**src/rtl/cif_pkg.sv**
```systemverilog
package cif_pkg;
  localparam int ID_W = 10;
  localparam logic [ID_W-1:0] NO_IRQ = 10'd1023;
  localparam logic [8:0] IDLE_PRIO = 9'h100;

  // clear the low (bp+1) bits of a priority
  function automatic logic [7:0] grp_prio(input logic [7:0] p, input logic [2:0] bp);
    logic [8:0] m;
    m = 9'h1FF << ({1'b0, bp} + 4'd1);
    return p & m[7:0];
  endfunction

  // non-secure view of the secure copy under common binary point
  function automatic logic [2:0] ns_common_view(input logic [2:0] s);
    return (s == 3'd7) ? 3'd7 : s + 3'd1;
  endfunction

  function automatic logic [2:0] clamp_min(input logic [2:0] v, input logic [2:0] lo);
    return (v < lo) ? lo : v;
  endfunction
endpackage

```
**src/rtl/cif_select.sv**
```systemverilog
module cif_select
  import cif_pkg::*;
#(
  parameter int NUM_IRQ  = 32,
  parameter int NUM_PRIV = 8,
  parameter int NCPU     = 8,
  parameter int CPU_IDX  = 0
) (
  input  logic                    clk,
  input  logic                    rst_n,
  input  logic [NUM_IRQ-1:0]      irq_en,
  input  logic [NUM_IRQ-1:0]      irq_pend,
  input  logic [NUM_IRQ-1:0]      irq_act,
  input  logic [NUM_IRQ-1:0]      irq_grp,
  input  logic [NUM_IRQ*NCPU-1:0] irq_tgt,
  input  logic [NUM_IRQ*8-1:0]    irq_prio,
  output logic [ID_W-1:0]         best_id,
  output logic [7:0]              best_prio,
  output logic                    best_grp
);
  localparam int IW = (NUM_IRQ > 1) ? $clog2(NUM_IRQ) : 1;

  logic [NUM_IRQ-1:0] cand;

  for (genvar i = 0; i < NUM_IRQ; i++) begin : g_cand
    if (i < NUM_PRIV) begin : g_priv
      assign cand[i] = irq_en[i] & irq_pend[i] & ~irq_act[i];
    end else begin : g_shared
      assign cand[i] = irq_en[i] & irq_pend[i] & ~irq_act[i] & irq_tgt[i*NCPU+CPU_IDX];
    end
  end

  always_comb begin
    logic found;
    found     = 1'b0;
    best_id   = NO_IRQ;
    best_prio = 8'hFF;
    best_grp  = 1'b0;
    for (int i = 0; i < NUM_IRQ; i++) begin
      if (cand[i] && (!found || irq_prio[i*8 +: 8] < best_prio)) begin
        found     = 1'b1;
        best_id   = ID_W'(i);
        best_prio = irq_prio[i*8 +: 8];
        best_grp  = irq_grp[i];
      end
    end
  end

  logic [IW-1:0] best_idx;
  assign best_idx = best_id[IW-1:0];

  assert_pick_is_candidate_R1: assert property (@(posedge clk) disable iff (!rst_n)
    (best_id != NO_IRQ) |-> (irq_en[best_idx] && irq_pend[best_idx] && !irq_act[best_idx]));

  assert_none_reports_1023_R3: assert property (@(posedge clk) disable iff (!rst_n)
    (cand == '0) |-> (best_id == NO_IRQ && best_prio == 8'hFF));
endmodule

```
**src/rtl/cif_bpr.sv**
```systemverilog
module cif_bpr
  import cif_pkg::*;
#(
  parameter int MIN_BP_S  = 0,
  parameter int MIN_BP_NS = 1
) (
  input  logic       clk,
  input  logic       rst_n,
  input  logic       wr_en,
  input  logic       acc_ns,
  input  logic [2:0] wr_data,
  input  logic       cbp,
  output logic [2:0] bp_s,
  output logic [2:0] bp_ns,
  output logic [2:0] rd_val
);
  localparam logic [2:0] LO_S  = 3'(MIN_BP_S);
  localparam logic [2:0] LO_NS = 3'(MIN_BP_NS);

  logic ns_write_ignored;
  assign ns_write_ignored = wr_en & acc_ns & cbp;

  always_ff @(posedge clk or negedge rst_n) begin
    if (!rst_n) begin
      bp_s  <= LO_S;
      bp_ns <= LO_NS;
    end else if (wr_en) begin
      if (!acc_ns)          bp_s  <= clamp_min(wr_data, LO_S);
      else if (!cbp)        bp_ns <= clamp_min(wr_data, LO_NS);
    end
  end

  always_comb begin
    if (!acc_ns)  rd_val = bp_s;
    else if (cbp) rd_val = ns_common_view(bp_s);
    else          rd_val = bp_ns;
  end

  assert_ns_write_ignored_R9: assert property (@(posedge clk) disable iff (!rst_n)
    ns_write_ignored |=> $stable(bp_ns));

  assert_ns_floor_R9: assert property (@(posedge clk) disable iff (!rst_n)
    bp_ns >= LO_NS);

  assert_secure_write_R10: assert property (@(posedge clk) disable iff (!rst_n)
    (wr_en && !acc_ns) |=> (bp_s >= LO_S && $stable(bp_ns)));

  assert_common_view_saturates_R8: assert property (@(posedge clk) disable iff (!rst_n)
    (acc_ns && cbp && bp_s == 3'd7) |-> (rd_val == 3'd7));
endmodule

```
**src/rtl/cif_rpr.sv**
```systemverilog
module cif_rpr
  import cif_pkg::*;
#(
  parameter bit LEGACY_REV = 1'b0
) (
  input  logic       clk,
  input  logic       rst_n,
  input  logic       rp_load,
  input  logic [7:0] rp_val,
  input  logic       rp_drop,
  output logic [8:0] rp_q,
  output logic [7:0] rd_val
);
  always_ff @(posedge clk or negedge rst_n) begin
    if (!rst_n)       rp_q <= IDLE_PRIO;
    else if (rp_load) rp_q <= {1'b0, rp_val};
    else if (rp_drop) rp_q <= IDLE_PRIO;
  end

  if (LEGACY_REV) begin : g_legacy
    assign rd_val = rp_q[7:0];
  end else begin : g_std
    assign rd_val = (rp_q > 9'h0FF) ? 8'hFF : rp_q[7:0];
  end

  assert_drop_to_idle_R6: assert property (@(posedge clk) disable iff (!rst_n)
    (rp_drop && !rp_load) |=> (rp_q == IDLE_PRIO));

  assert_load_wins_R6: assert property (@(posedge clk) disable iff (!rst_n)
    rp_load |=> (rp_q[8] == 1'b0));
endmodule

```
**src/rtl/irq_cpu_if.sv**
```systemverilog
module irq_cpu_if
  import cif_pkg::*;
#(
  parameter int NUM_IRQ    = 32,
  parameter int NUM_PRIV   = 8,
  parameter int NCPU       = 8,
  parameter int CPU_IDX    = 0,
  parameter bit HAS_GROUPS = 1'b1,
  parameter bit LEGACY_REV = 1'b0,
  parameter int MIN_BP_S   = 0,
  parameter int MIN_BP_NS  = 1
) (
  input  logic                    clk,
  input  logic                    rst_n,
  input  logic [NUM_IRQ-1:0]      irq_en,
  input  logic [NUM_IRQ-1:0]      irq_pend,
  input  logic [NUM_IRQ-1:0]      irq_act,
  input  logic [NUM_IRQ-1:0]      irq_grp,
  input  logic [NUM_IRQ*NCPU-1:0] irq_tgt,
  input  logic [NUM_IRQ*8-1:0]    irq_prio,
  input  logic                    ctl_en,
  input  logic                    ctl_cbp,
  input  logic                    rp_load,
  input  logic [7:0]              rp_val,
  input  logic                    rp_drop,
  input  logic                    reg_sel,
  input  logic                    reg_wr,
  input  logic                    reg_ns,
  input  logic [7:0]              reg_wdata,
  output logic [7:0]              reg_rdata,
  output logic [ID_W-1:0]         best_id,
  output logic [7:0]              best_prio,
  output logic                    irq_req
);
  logic       best_grp;
  logic [2:0] bp_s, bp_ns, bp_rd, bp_used;
  logic [8:0] rp_q;
  logic [7:0] rp_rd, best_gprio;
  logic       use_alias;

  cif_select #(.NUM_IRQ(NUM_IRQ), .NUM_PRIV(NUM_PRIV), .NCPU(NCPU), .CPU_IDX(CPU_IDX)) u_sel (
    .clk(clk), .rst_n(rst_n), .irq_en(irq_en), .irq_pend(irq_pend), .irq_act(irq_act),
    .irq_grp(irq_grp), .irq_tgt(irq_tgt), .irq_prio(irq_prio),
    .best_id(best_id), .best_prio(best_prio), .best_grp(best_grp));

  cif_bpr #(.MIN_BP_S(MIN_BP_S), .MIN_BP_NS(MIN_BP_NS)) u_bpr (
    .clk(clk), .rst_n(rst_n), .wr_en(reg_wr & ~reg_sel), .acc_ns(reg_ns),
    .wr_data(reg_wdata[2:0]), .cbp(ctl_cbp), .bp_s(bp_s), .bp_ns(bp_ns), .rd_val(bp_rd));

  cif_rpr #(.LEGACY_REV(LEGACY_REV)) u_rpr (
    .clk(clk), .rst_n(rst_n), .rp_load(rp_load), .rp_val(rp_val), .rp_drop(rp_drop),
    .rp_q(rp_q), .rd_val(rp_rd));

  assign use_alias  = HAS_GROUPS & best_grp & ~ctl_cbp;
  assign bp_used    = use_alias ? ((bp_ns == 3'd0) ? 3'd0 : bp_ns - 3'd1) : bp_s;
  assign best_gprio = grp_prio(best_prio, bp_used);
  assign irq_req    = ctl_en & (best_id != NO_IRQ) & ({1'b0, best_gprio} < rp_q);
  assign reg_rdata  = reg_sel ? rp_rd : {5'd0, bp_rd};

  assert_req_needs_winner_R5: assert property (@(posedge clk) disable iff (!rst_n)
    irq_req |-> (ctl_en && best_id != NO_IRQ));

  assert_gprio_not_above_prio_R4: assert property (@(posedge clk) disable iff (!rst_n)
    (best_id != NO_IRQ) |-> (best_gprio <= best_prio));

  assert_idle_reads_ff_R7: assert property (@(posedge clk) disable iff (!rst_n)
    (!LEGACY_REV && rp_drop && !rp_load) |=> (!reg_sel || reg_rdata == 8'hFF));
endmodule

```
**config.mk**
```make
export PLATFORM = sky130hd
export DESIGN_NAME = irq_cpu_if
export DESIGN_NICKNAME = d
export VERILOG_FILES = /design/src/rtl/cif_pkg.sv /design/src/rtl/cif_select.sv /design/src/rtl/cif_bpr.sv /design/src/rtl/cif_rpr.sv /design/src/rtl/irq_cpu_if.sv
export SDC_FILE = /design/constraint.sdc
export NUM_CORES = 1
export LEC_CHECK = 0
export ABC_AREA = 1
export ABC_CLOCK_PERIOD_IN_PS = 54900
export BUFFER_PORTS_ARGS = -buffer_cell sky130_fd_sc_hd__clkbuf_2
export CORE_AREA = 2 2 269 271
export DETAILED_ROUTE_END_ITERATION = 6
export DIE_AREA = 0 0 271 273
export GPL_ROUTABILITY_DRIVEN = 0
export SLEW_MARGIN = 15
export SYNTH_ARGS = -nofsm -noshare
export SYNTH_HDL_FRONTEND = slang
export SYNTH_SLANG_ARGS = --single-unit
export TNS_END_PERCENT = 50
```
**constraint.sdc**
```tcl
create_clock -name clk -period 54.9 [get_ports clk]
set_clock_uncertainty 0.1 [all_clocks]
set_input_delay 2.745 -clock clk [delete_from_list [all_inputs] [get_ports clk]]
set_output_delay 2.745 -clock clk [all_outputs]
set_load 0.03 [all_outputs]
```
==> run metrics, run 1 <==
status finished clean; Area after DPL 0.0150 mm²; overall routing resource usage 0.129; die height 273 µm; Power Density 19.3 mW/mm²; drt wl/cell 14.4 µm; Reg clk slew, reported paths 0.05 ns; Syn Nets 2939; antenna violations before repair 10; Synth Register Bits 15; worst setup path startpoint irq_en[0]; Area Overhead vs Synth 27.8%; max frequency 0.0200 GHz; number of global-route vias before repair 13900; WP buf/inv 10; worst setup margin 4.86 ns; hold path startpoint u_rpr.rp_q[8]$_DFFE_PN1P_; ys flop type dfrtp_1; worst-skew pair later-pin latency 0.25 ns; DRC violations left 0; Final Power 292 µW; largest net degree at the start of global routing 21; first-pass GRT wire length 76200 µm; Initial Utilization 0.167; cells after synthesis 2104; Post-DP HPWL 46100 µm; GRT Residual Overflow 0; Avg Cell Area, Syn 5.63 µm²; Worst path slowest cell o21ai_0; Startpoint Class input pin; number of clock sinks 15; PortBufs 454; share of layout cells above drive strength 1 0.266; Crit path required time 52.06 ns; CP peak stage delay 0.59 ns; Synth Area in Compound Gates 0.166; DR vias 14600; die area 0.0740 mm²; Longest Clk Path Bufs 2; EDFF count, synth 0; Leak Pwr 0.00861 µW; post-synth cell types 42; Post-Synth Simple-Gate Area 0.512; Top Family by Delay on Critical Path compound AO/OA/AOI/OAI gates; mux share of post-synthesis cell area 0.000951; Async S/R FF share, synth 1.00; CTS resizes 0; vias per cell 4.19; Final Instance Count excl. Fillers 3488; crit path kind in2out; synth top area cells nand2_1, ha_1, nand3_1; First-pass DRT Iterations 5; Synth Area in Adders 0.180; Placed Cells 3479; CTS H-tree depth 1; 1st-iter DRT viols 639; final setup violation count 0; Least-Margin Pin Slew 1.12 ns; Root Driver clkbuf_16; synthesized area 0.0118 mm²; num rows 98; Worst Path Arrival 47.19 ns; synth cell count leaders nand2_1, inv_1, nand3_1, o21ai_0, nor2_1; design area 0.0151 mm²; crit path capture type primary output; Core Region 0.0710 mm²; Critical Path Most Common Cell nand2_4; crit path time final 50.04 ns; area share of the largest cell type after synthesis 0.224; CTS tree done; synth warn 0; top-count cell post-synth nand2_1; Setup WS pre-CTS 0.731 ns; CTS Hold Bufs 0; I/O pin count 692; Final period util 0.911; VDD IR max 12.3 µV; Setup Buffers After CTS 0; total wire length 50200 µm; cell taking the most area after synthesis nand2_1; relative slew slack 0.253; Max Cap Viol 0; register area share after synthesis 0.0319; number of routed nets with antenna violations 0; crit-path max FO 20; Hold WC Path Type reg2reg; total CTS buffers 3; fin nets 3369; Max Slew Vio Count 0; Reg-to-Reg Start u_bpr.bp_s[0]$_DFFE_PN0P_; Die Width 271 µm; worst hold slack 0.415 ns; largest family of logic cells by synthesized area simple AND/OR/NAND/NOR gates; Synth Area in XOR/XNOR 0; Hold Violations, Final 0
flip-flops by register name (all words and copies together) (netlist names):
| signal | count |
|---|---|
| u_rpr.rp_q | 9 |
| u_bpr.bp_s | 3 |
| u_bpr.bp_ns | 3 |
layout make-up:
cell class                      count  area, µm²
Multi-Input combinational cell   1822      10300
Antenna cell                        5       12.5
Clock buffer                        3       75.1
Tap cell                          950       1190
Timing Repair Buffer              465       2350
Inverter                          227        857
Clock inverter                      1       5.00
Sequential cell                    15        378
Fill cell                        8271      55900
routing by layer:
layer | track usage | routed length [µm]
met5 | 0 | 54
met4 | 0.0180 | 709
met3 | 0.0204 | 3150
met2 | 0.244 | 24900
met1 | 0.156 | 21400
report_power, final:
group / leakage (µW) / switching, µW / internal [µW]
Clock: 0.0000409 / 4.43 / 9.72
Sequential: 0.000184 / 1.22 / 12.5
Combinational: 0.00839 / 166 / 98.2
Total: 0.00861 / 172 / 120
through the flow:
stage	setup TNS [ns]	utilization
after floorplan	0	-
after global placement	0	0.211
after detailed placement	0	0.211
after CTS	0	0.212
after global routing	-0.00847	0.213
final	0	0.213
layout by cell type (no fill, tap or decap), drive strengths merged, types with 2 or more instances in the layout:
cell      n
a211oi   30
a21boi    3
a21oi    58
a22oi     5
a31oi     6
buf      11
clkbuf  457
clkinv    5
dfrtp    13
dfstp     2
diode     5
ha      170
inv     223
nand2   856
nand3   203
nand3b   27
nand4     7
nor2    176
nor3      5
nor3b    25
o211ai    7
o21ai   208
o21bai   28
or2       3
kinds of logic (layout without fill, tap and decap cells):
| family | Yosys count | count (layout) |
|---|---|---|
| compound gates | 349 | 349 |
| buf+inv | 267 | 696 |
| flops | 15 | 15 |
| other cells | 0 | 5 |
| mux | 1 | 1 |
| fa+ha+maj | 170 | 170 |
| simple gates | 1302 | 1302 |
final timing paths:
| path | endpoint | slack, ns | cells past startpoint |
|---|---|---|---|
| min | u_rpr.rp_q[8]$_DFFE_PN1P_ | 0.41 | 2 |
| max | irq_req | 4.86 | 283 |
| min reg2reg | u_rpr.rp_q[8]$_DFFE_PN1P_ | 0.41 | 2 |
| min in group asynchronous | u_rpr.rp_q[7]$_DFFE_PN0P_ | 2.31 | 1 |
| max reg2reg | u_bpr.bp_s[0]$_DFFE_PN0P_ | 53.98 | 1 |
| max in group asynchronous | u_rpr.rp_q[8]$_DFFE_PN1P_ | 52.07 | 1 |
No activity file was read; power rests on OpenSTA's default activity.
==> run 2: changes to the inputs <==
--- a/config.mk
+++ b/config.mk
@@ -8,9 +8,9 @@
 export ABC_AREA = 1
 export ABC_CLOCK_PERIOD_IN_PS = 54900
 export BUFFER_PORTS_ARGS = -buffer_cell sky130_fd_sc_hd__clkbuf_2
-export CORE_AREA = 2 2 269 271
+export CORE_AREA = 3 3 270 272
 export DETAILED_ROUTE_END_ITERATION = 6
-export DIE_AREA = 0 0 271 273
+export DIE_AREA = 0 0 273 275
 export GPL_ROUTABILITY_DRIVEN = 0
 export SLEW_MARGIN = 15
 export SYNTH_ARGS = -nofsm -noshare
==> run metrics, run 2 (synthesized netlist as in run 1, its figures left out) <==
status finished clean; R2R cell count 1 (unchanged); Longest Clk Path Bufs 2 (unchanged); Die Width 273 µm (+0.74%); GRT Residual Overflow 0 (unchanged); largest net degree at the start of global routing 21 (unchanged); Post-DP HPWL 46500 µm (+0.69%); Area Overhead vs Synth 27.6%; crit path capture type primary output; Leak Pwr 0.00861 µW (-0.10%); Max Slew Vio Count 0 (unchanged); share of layout cells above drive strength 1 0.265 (-0.00108); CTS Hold Bufs 0 (unchanged); design area 0.0151 mm² (-0.14%); DR vias 14600 (-0.35%); Hold WC Path Type reg2reg; drt wl/cell 14.5 µm (+0.53%); total wire length 50400 µm (+0.42%); Critical Path Most Common Cell nand2_4; Reg area 378 µm² (unchanged); final setup violation count 0 (unchanged); number of global-route vias before repair 13800 (-1.1%); I/O pin count 692 (unchanged); overall routing resource usage 0.127 (-0.00223); Setup TNS Final 0 ns (unchanged); PortBufs 454 (unchanged); crit-path max FO 20 (unchanged); vias per cell 4.18 (-0.23%); max frequency 0.0200 GHz (-0.17%); Reg clk slew, reported paths 0.05 ns (about the same); fin nets 3368 (-0.030%); sequential fraction of design power 0.047 (about the same); total CTS buffers 3 (unchanged); CTS tree done; num rows 98 (unchanged); clock share of power 0.048 (about the same); hold path cells 2 (unchanged); Largest register FFs 9 (unchanged); Psw 171 µW (-0.67%); Setup Buffers After CTS 0 (unchanged); Crit path required time 52.06 ns (about the same); filler cell count 8233 (-0.46%); CP peak stage delay 0.62 ns (+0.03 ns); Combinational Power Share 0.905 (about the same); die area 0.0751 mm² (+1.5%); crit path kind in2out; first-pass GRT wire length 75600 µm (-0.80%); number of clock sinks 15 (unchanged); Most flops, register u_rpr.rp_q; Root Driver clkbuf_16; Worst Path Arrival 47.28 ns (+0.09 ns); First-pass DRT Iterations 5 (unchanged); commonest non-fill, non-tap cell in the layout nand2_1; worst-skew pair later-pin latency 0.24 ns (about the same); antenna violations before repair 10 (unchanged); Final period util 0.913 (+0.00156); relative slew slack 0.284 (+0.0317); Hold Violations, Final 0 (unchanged); Int Power 120 µW (about the same); VDD IR max 13.8 µV (+12%); Core Region 0.0710 mm² (unchanged); area of the multi-input gates 0.0102 mm² (about the same); die height 275 µm (+0.73%); CTS H-tree depth 1 (unchanged); Max Cap Viol 0 (unchanged); Startpoint Class input pin; crit path time final 50.12 ns (+0.0856 ns); Power Density 19.3 mW/mm² (-0.28%); Initial Utilization 0.167 (unchanged); number of routed nets with antenna violations 0 (unchanged); Sw Share 0.587 (-0.00150); biggest regs u_rpr.rp_q: 9 flops, u_bpr.bp_ns: 3 flops, u_bpr.bp_s: 3 flops; most frequent cells in the layout nand2_1, clkbuf_2, inv_1; Worst path slowest cell o21ai_0; CTS resizes 0 (unchanged); Least-Margin Pin Slew 1.07 ns (-0.0474 ns); 1st-iter DRT viols 662 (+3.6%); Area after DPL 0.0149 mm² (about the same); DRC violations left 0 (unchanged)
## run 2: cell types whose count changed in the layout (fill, tap and decap cells not counted)
cell     change
buf_4        -1
diode_2      -3
nor3b_1      -1
nor3b_2      +1
o21ai_0      -4
o21ai_1      +7
o21ai_2      -3
## run 2: per-layer routing
layer,wire [µm],GRT usage,part of all wire,up-vias
met4,628,0.0131,0.012,14
li1,-,-,-,7793
met2,25300,0.246,0.50,362
met5,76,0,0.0015,-
met1,20800,0.147,0.41,6347
met3,3600,0.0258,0.072,38
## run 2: final cells by class
cell class / count / share of cell area
clock buffer: 3 / 0.00497
antenna: 2 / 0.000331
timing repair buffer: 464 / 0.155
multi-input combinational: 1822 / 0.678
clock inverter: 1 / 0.000331
sequential: 15 / 0.0250
inverter: 227 / 0.0567
tap: 950 / 0.0787
## run 2: worst paths after layout
kind / startpoint / slack, ns / end
min: u_rpr.rp_q[8]$_DFFE_PN1P_ / 0.42 / u_rpr.rp_q[8]$_DFFE_PN1P_
max in group asynchronous: rst_n / 52.08 / u_bpr.bp_ns[0]$_DFFE_PN1P_
min in group asynchronous: rst_n / 2.31 / u_rpr.rp_q[0]$_DFFE_PN0P_
max reg2reg: u_bpr.bp_s[0]$_DFFE_PN0P_ / 53.98 / u_bpr.bp_s[0]$_DFFE_PN0P_
min reg2reg: u_rpr.rp_q[8]$_DFFE_PN1P_ / 0.42 / u_rpr.rp_q[8]$_DFFE_PN1P_
max: irq_en[0] / 4.78 / irq_req
## run 2: worst max-delay path, delay by kind of cell
family | cells | cell delay [ns]
AO/OA/AOI/OAI | 85 | 17.94
buffers and inverters | 6 | 0.68
AND/OR/NAND/NOR | 155 | 16.05
adder cells (fa/ha/maj) | 33 | 9.64
## run 2: stage by stage
step / setup slack, ns / utilization / power [µW] / hold WS (ns) / instances
2_1_floorplan: 10.13 / - / 204 / 0.381 / 2104
3_3_place_gp: 1.03 / 0.211 / 274 / 0.414 / 3478
3_5_place_dp: 1.09 / 0.211 / 276 / 0.416 / 3478
4_1_cts: 0.815 / 0.212 / 292 / 0.423 / 3482
5_1_grt: -0.0274 / 0.213 / 334 / 0.459 / 3483
6_report: 4.78 / 0.213 / 291 / 0.420 / 3484
## run 2: power groups by stage
stage	Combinational, µW	Clock (µW)	Sequential, µW
after floorplan	191	0	13.5
after global placement	260	0	13.9
after detailed placement	262	0	13.9
after CTS	264	14.4	13.7
after global routing	305	15.1	13.9
final	263	14.1	13.7
==> run 3: changes to the inputs <==
--- a/config.mk
+++ b/config.mk
@@ -12,6 +12,7 @@
 export DETAILED_ROUTE_END_ITERATION = 6
 export DIE_AREA = 0 0 273 275
 export GPL_ROUTABILITY_DRIVEN = 0
+export PLACE_DENSITY = 0.41
 export SLEW_MARGIN = 15
 export SYNTH_ARGS = -nofsm -noshare
 export SYNTH_HDL_FRONTEND = slang
==> run metrics, run 3 (synthesized netlist as in run 1, its figures left out) <==
status finished clean; filler cell count 8305 (+0.87%); Setup TNS Final 0 ns (unchanged); Hold WC Path Type reg2reg; met1 WL 21500 µm (+3.5%); crit path time final 49.86 ns (-0.262 ns); Critical Path Most Common Cell nand2_4; RSZ-0062 raised after global routing no; commonest non-fill, non-tap cell in the layout nand2_1; crit path capture type primary output; Max Slew Vio Count 0 (unchanged); Final period util 0.908 (-0.00477); fin nets 3365 (-0.089%); Die Width 273 µm (unchanged); clock share of power 0.050 (+0.002); CTS H-tree depth 1 (unchanged); final setup violation count 0 (unchanged); setup slack, reg-to-reg 53.96 ns (-0.02 ns); Worst Path Arrival 47.01 ns (-0.27 ns); Initial Utilization 0.167 (unchanged); crit path kind in2out; highest metal used met5; worst r2r dst u_bpr.bp_s[0]$_DFFE_PN0P_; Max Cap Viol 0 (unchanged); Sw Share 0.583 (-0.00398); DRC violations left 0 (unchanged); worst-skew pair later-pin latency 0.24 ns (about the same); Least-Margin Pin Slew 1.04 ns (-0.0275 ns); Startpoint Class input pin; max frequency 0.0201 GHz (+0.53%); First-pass DRT Iterations 5 (unchanged); 1st-iter DRT viols 555 (-16%); Psw 168 µW (-1.7%); GRT Residual Overflow 0 (unchanged); Int Power 120 µW (-0.10%); relative slew slack 0.303 (+0.0184); die area 0.0751 mm² (unchanged); Worst path slowest cell o21ai_0; number of clock sinks 15 (unchanged); Reg-to-Reg Start u_bpr.bp_s[0]$_DFFE_PN0P_; total CTS buffers 3 (unchanged); Power Density 19.2 mW/mm² (-0.66%); overall routing resource usage 0.124 (-0.00293); CP peak stage delay 0.55 ns (-0.07 ns); Hold Violations, Final 0 (unchanged); vias per cell 4.05 (-3.0%); Longest Clk Path Bufs 2 (unchanged); Setup Buffers After CTS 0 (unchanged); Crit path required time 52.06 ns (about the same); largest net degree at the start of global routing 21 (unchanged); biggest regs u_rpr.rp_q: 9 flops, u_bpr.bp_ns: 3 flops, u_bpr.bp_s: 3 flops; sequential fraction of design power 0.047 (about the same); num rows 98 (unchanged); VDD IR max 11.8 µV (-14%); Core Region 0.0710 mm² (unchanged); Root Driver clkbuf_16; R2R cell count 1 (unchanged); drt wl/cell 14.1 µm (-2.2%); met3 WL 2770 µm (-23%); die height 275 µm (unchanged); Largest register FFs 9 (unchanged); PortBufs 454 (unchanged); total wire length 49200 µm (-2.2%); Reg clk slew, reported paths 0.05 ns (about the same); Leak Pwr 0.00857 µW (-0.36%); share of layout cells above drive strength 1 0.261 (-0.00404); Combinational Power Share 0.903 (-0.002); most frequent cells in the layout nand2_1, clkbuf_2, inv_1; Area Overhead vs Synth 27.1%; number of global-route vias before repair 13700 (-0.39%); crit-path max FO 20 (unchanged); worst setup path startpoint irq_en[0]; crit path capture irq_req; first-pass GRT wire length 74200 µm (-1.8%); DR WL met2 24800 µm (-1.9%); Post-DP HPWL 45500 µm (-2.1%); I/O pin count 692 (unchanged); antenna violations before repair 9 (-1); number of routed nets with antenna violations 0 (unchanged); worst hold slack 0.412 ns (-0.00797 ns); DR vias 14100 (-3.0%); Most flops, register u_rpr.rp_q; hold path startpoint u_rpr.rp_q[8]$_DFFE_PN1P_; CTS tree done
==> run 3: changes by cell type in the layout (fill, tap and decap cells not counted), sizes merged <==
cell    change
clkinv      -1
buf         -3
clkbuf      +1
diode       +2
==> run 3: area by class of cell <==
cell class | count | area (µm²) | area share
multi-input cells | 1822 | 10200 | 0.678
well taps | 950 | 1190 | 0.0790
clock buffers | 4 | 78.8 | 0.00524
inverters | 227 | 857 | 0.0570
diodes | 4 | 10.0 | 0.000665
flip-flops and latches | 15 | 378 | 0.0251
repair buffers | 461 | 2320 | 0.155
==> run 3: stage by stage <==
| stage | std cells | instance area (µm²) | total power [µW] | utilization | setup slack (ns) |
|---|---|---|---|---|---|
| 2_1_floorplan | 2104 | 11800 | 204 | - | 10.13 |
| 3_3_place_gp | 3475 | 14900 | 276 | 0.210 | 1.17 |
| 3_5_place_dp | 3475 | 14900 | 276 | 0.210 | 1.50 |
| 4_1_cts | 3479 | 15000 | 292 | 0.211 | 1.28 |
| 5_1_grt | 3480 | 15000 | 333 | 0.212 | 0.0462 |
| 6_report | 3483 | 15000 | 288 | 0.212 | 5.04 |
==> run 3: per-layer routing <==
layer	global-route usage	vias up
met1	0.151	6020
met5	0	-
met4	0.00239	12
li1	-	7791
met3	0.0209	18
met2	0.240	276
==> run 3: critical path, delay by kind of cell <==
family	cells	cell delay [ns]
adder cells (fa/ha/maj)	33	9.56
AO/OA/AOI/OAI	90	18.63
AND/OR/NAND/NOR	149	15.12
buffers and inverters	10	0.88
==> run 3: what timing repair did <==
item                                    in CTS  in global routing
gates resized for setup                      0                 64
hold endpoints to repair                     0                  0
hold buffers                                 0                  0
endpoints found under the setup margin       0                 14
==> run 3: how the worst min path moves through the flow <==
stage                                             to  cells after the start
after floorplan           u_bpr.bp_ns[2]$_DFFE_PN0P_                      2
after global placement     u_rpr.rp_q[8]$_DFFE_PN1P_                      2
after detailed placement   u_rpr.rp_q[8]$_DFFE_PN1P_                      2
after CTS                  u_rpr.rp_q[8]$_DFFE_PN1P_                      2
after global routing       u_rpr.rp_q[8]$_DFFE_PN1P_                      2
final                      u_rpr.rp_q[8]$_DFFE_PN1P_                      2
==> run 3: power groups by stage <==
stage	logic [µW]	clock network, µW	registers (µW)
after floorplan	191	0	13.5
after global placement	262	0	13.9
after detailed placement	262	0	13.8
after CTS	263	14.6	13.7
after global routing	304	15.0	13.9
final	260	14.3	13.7
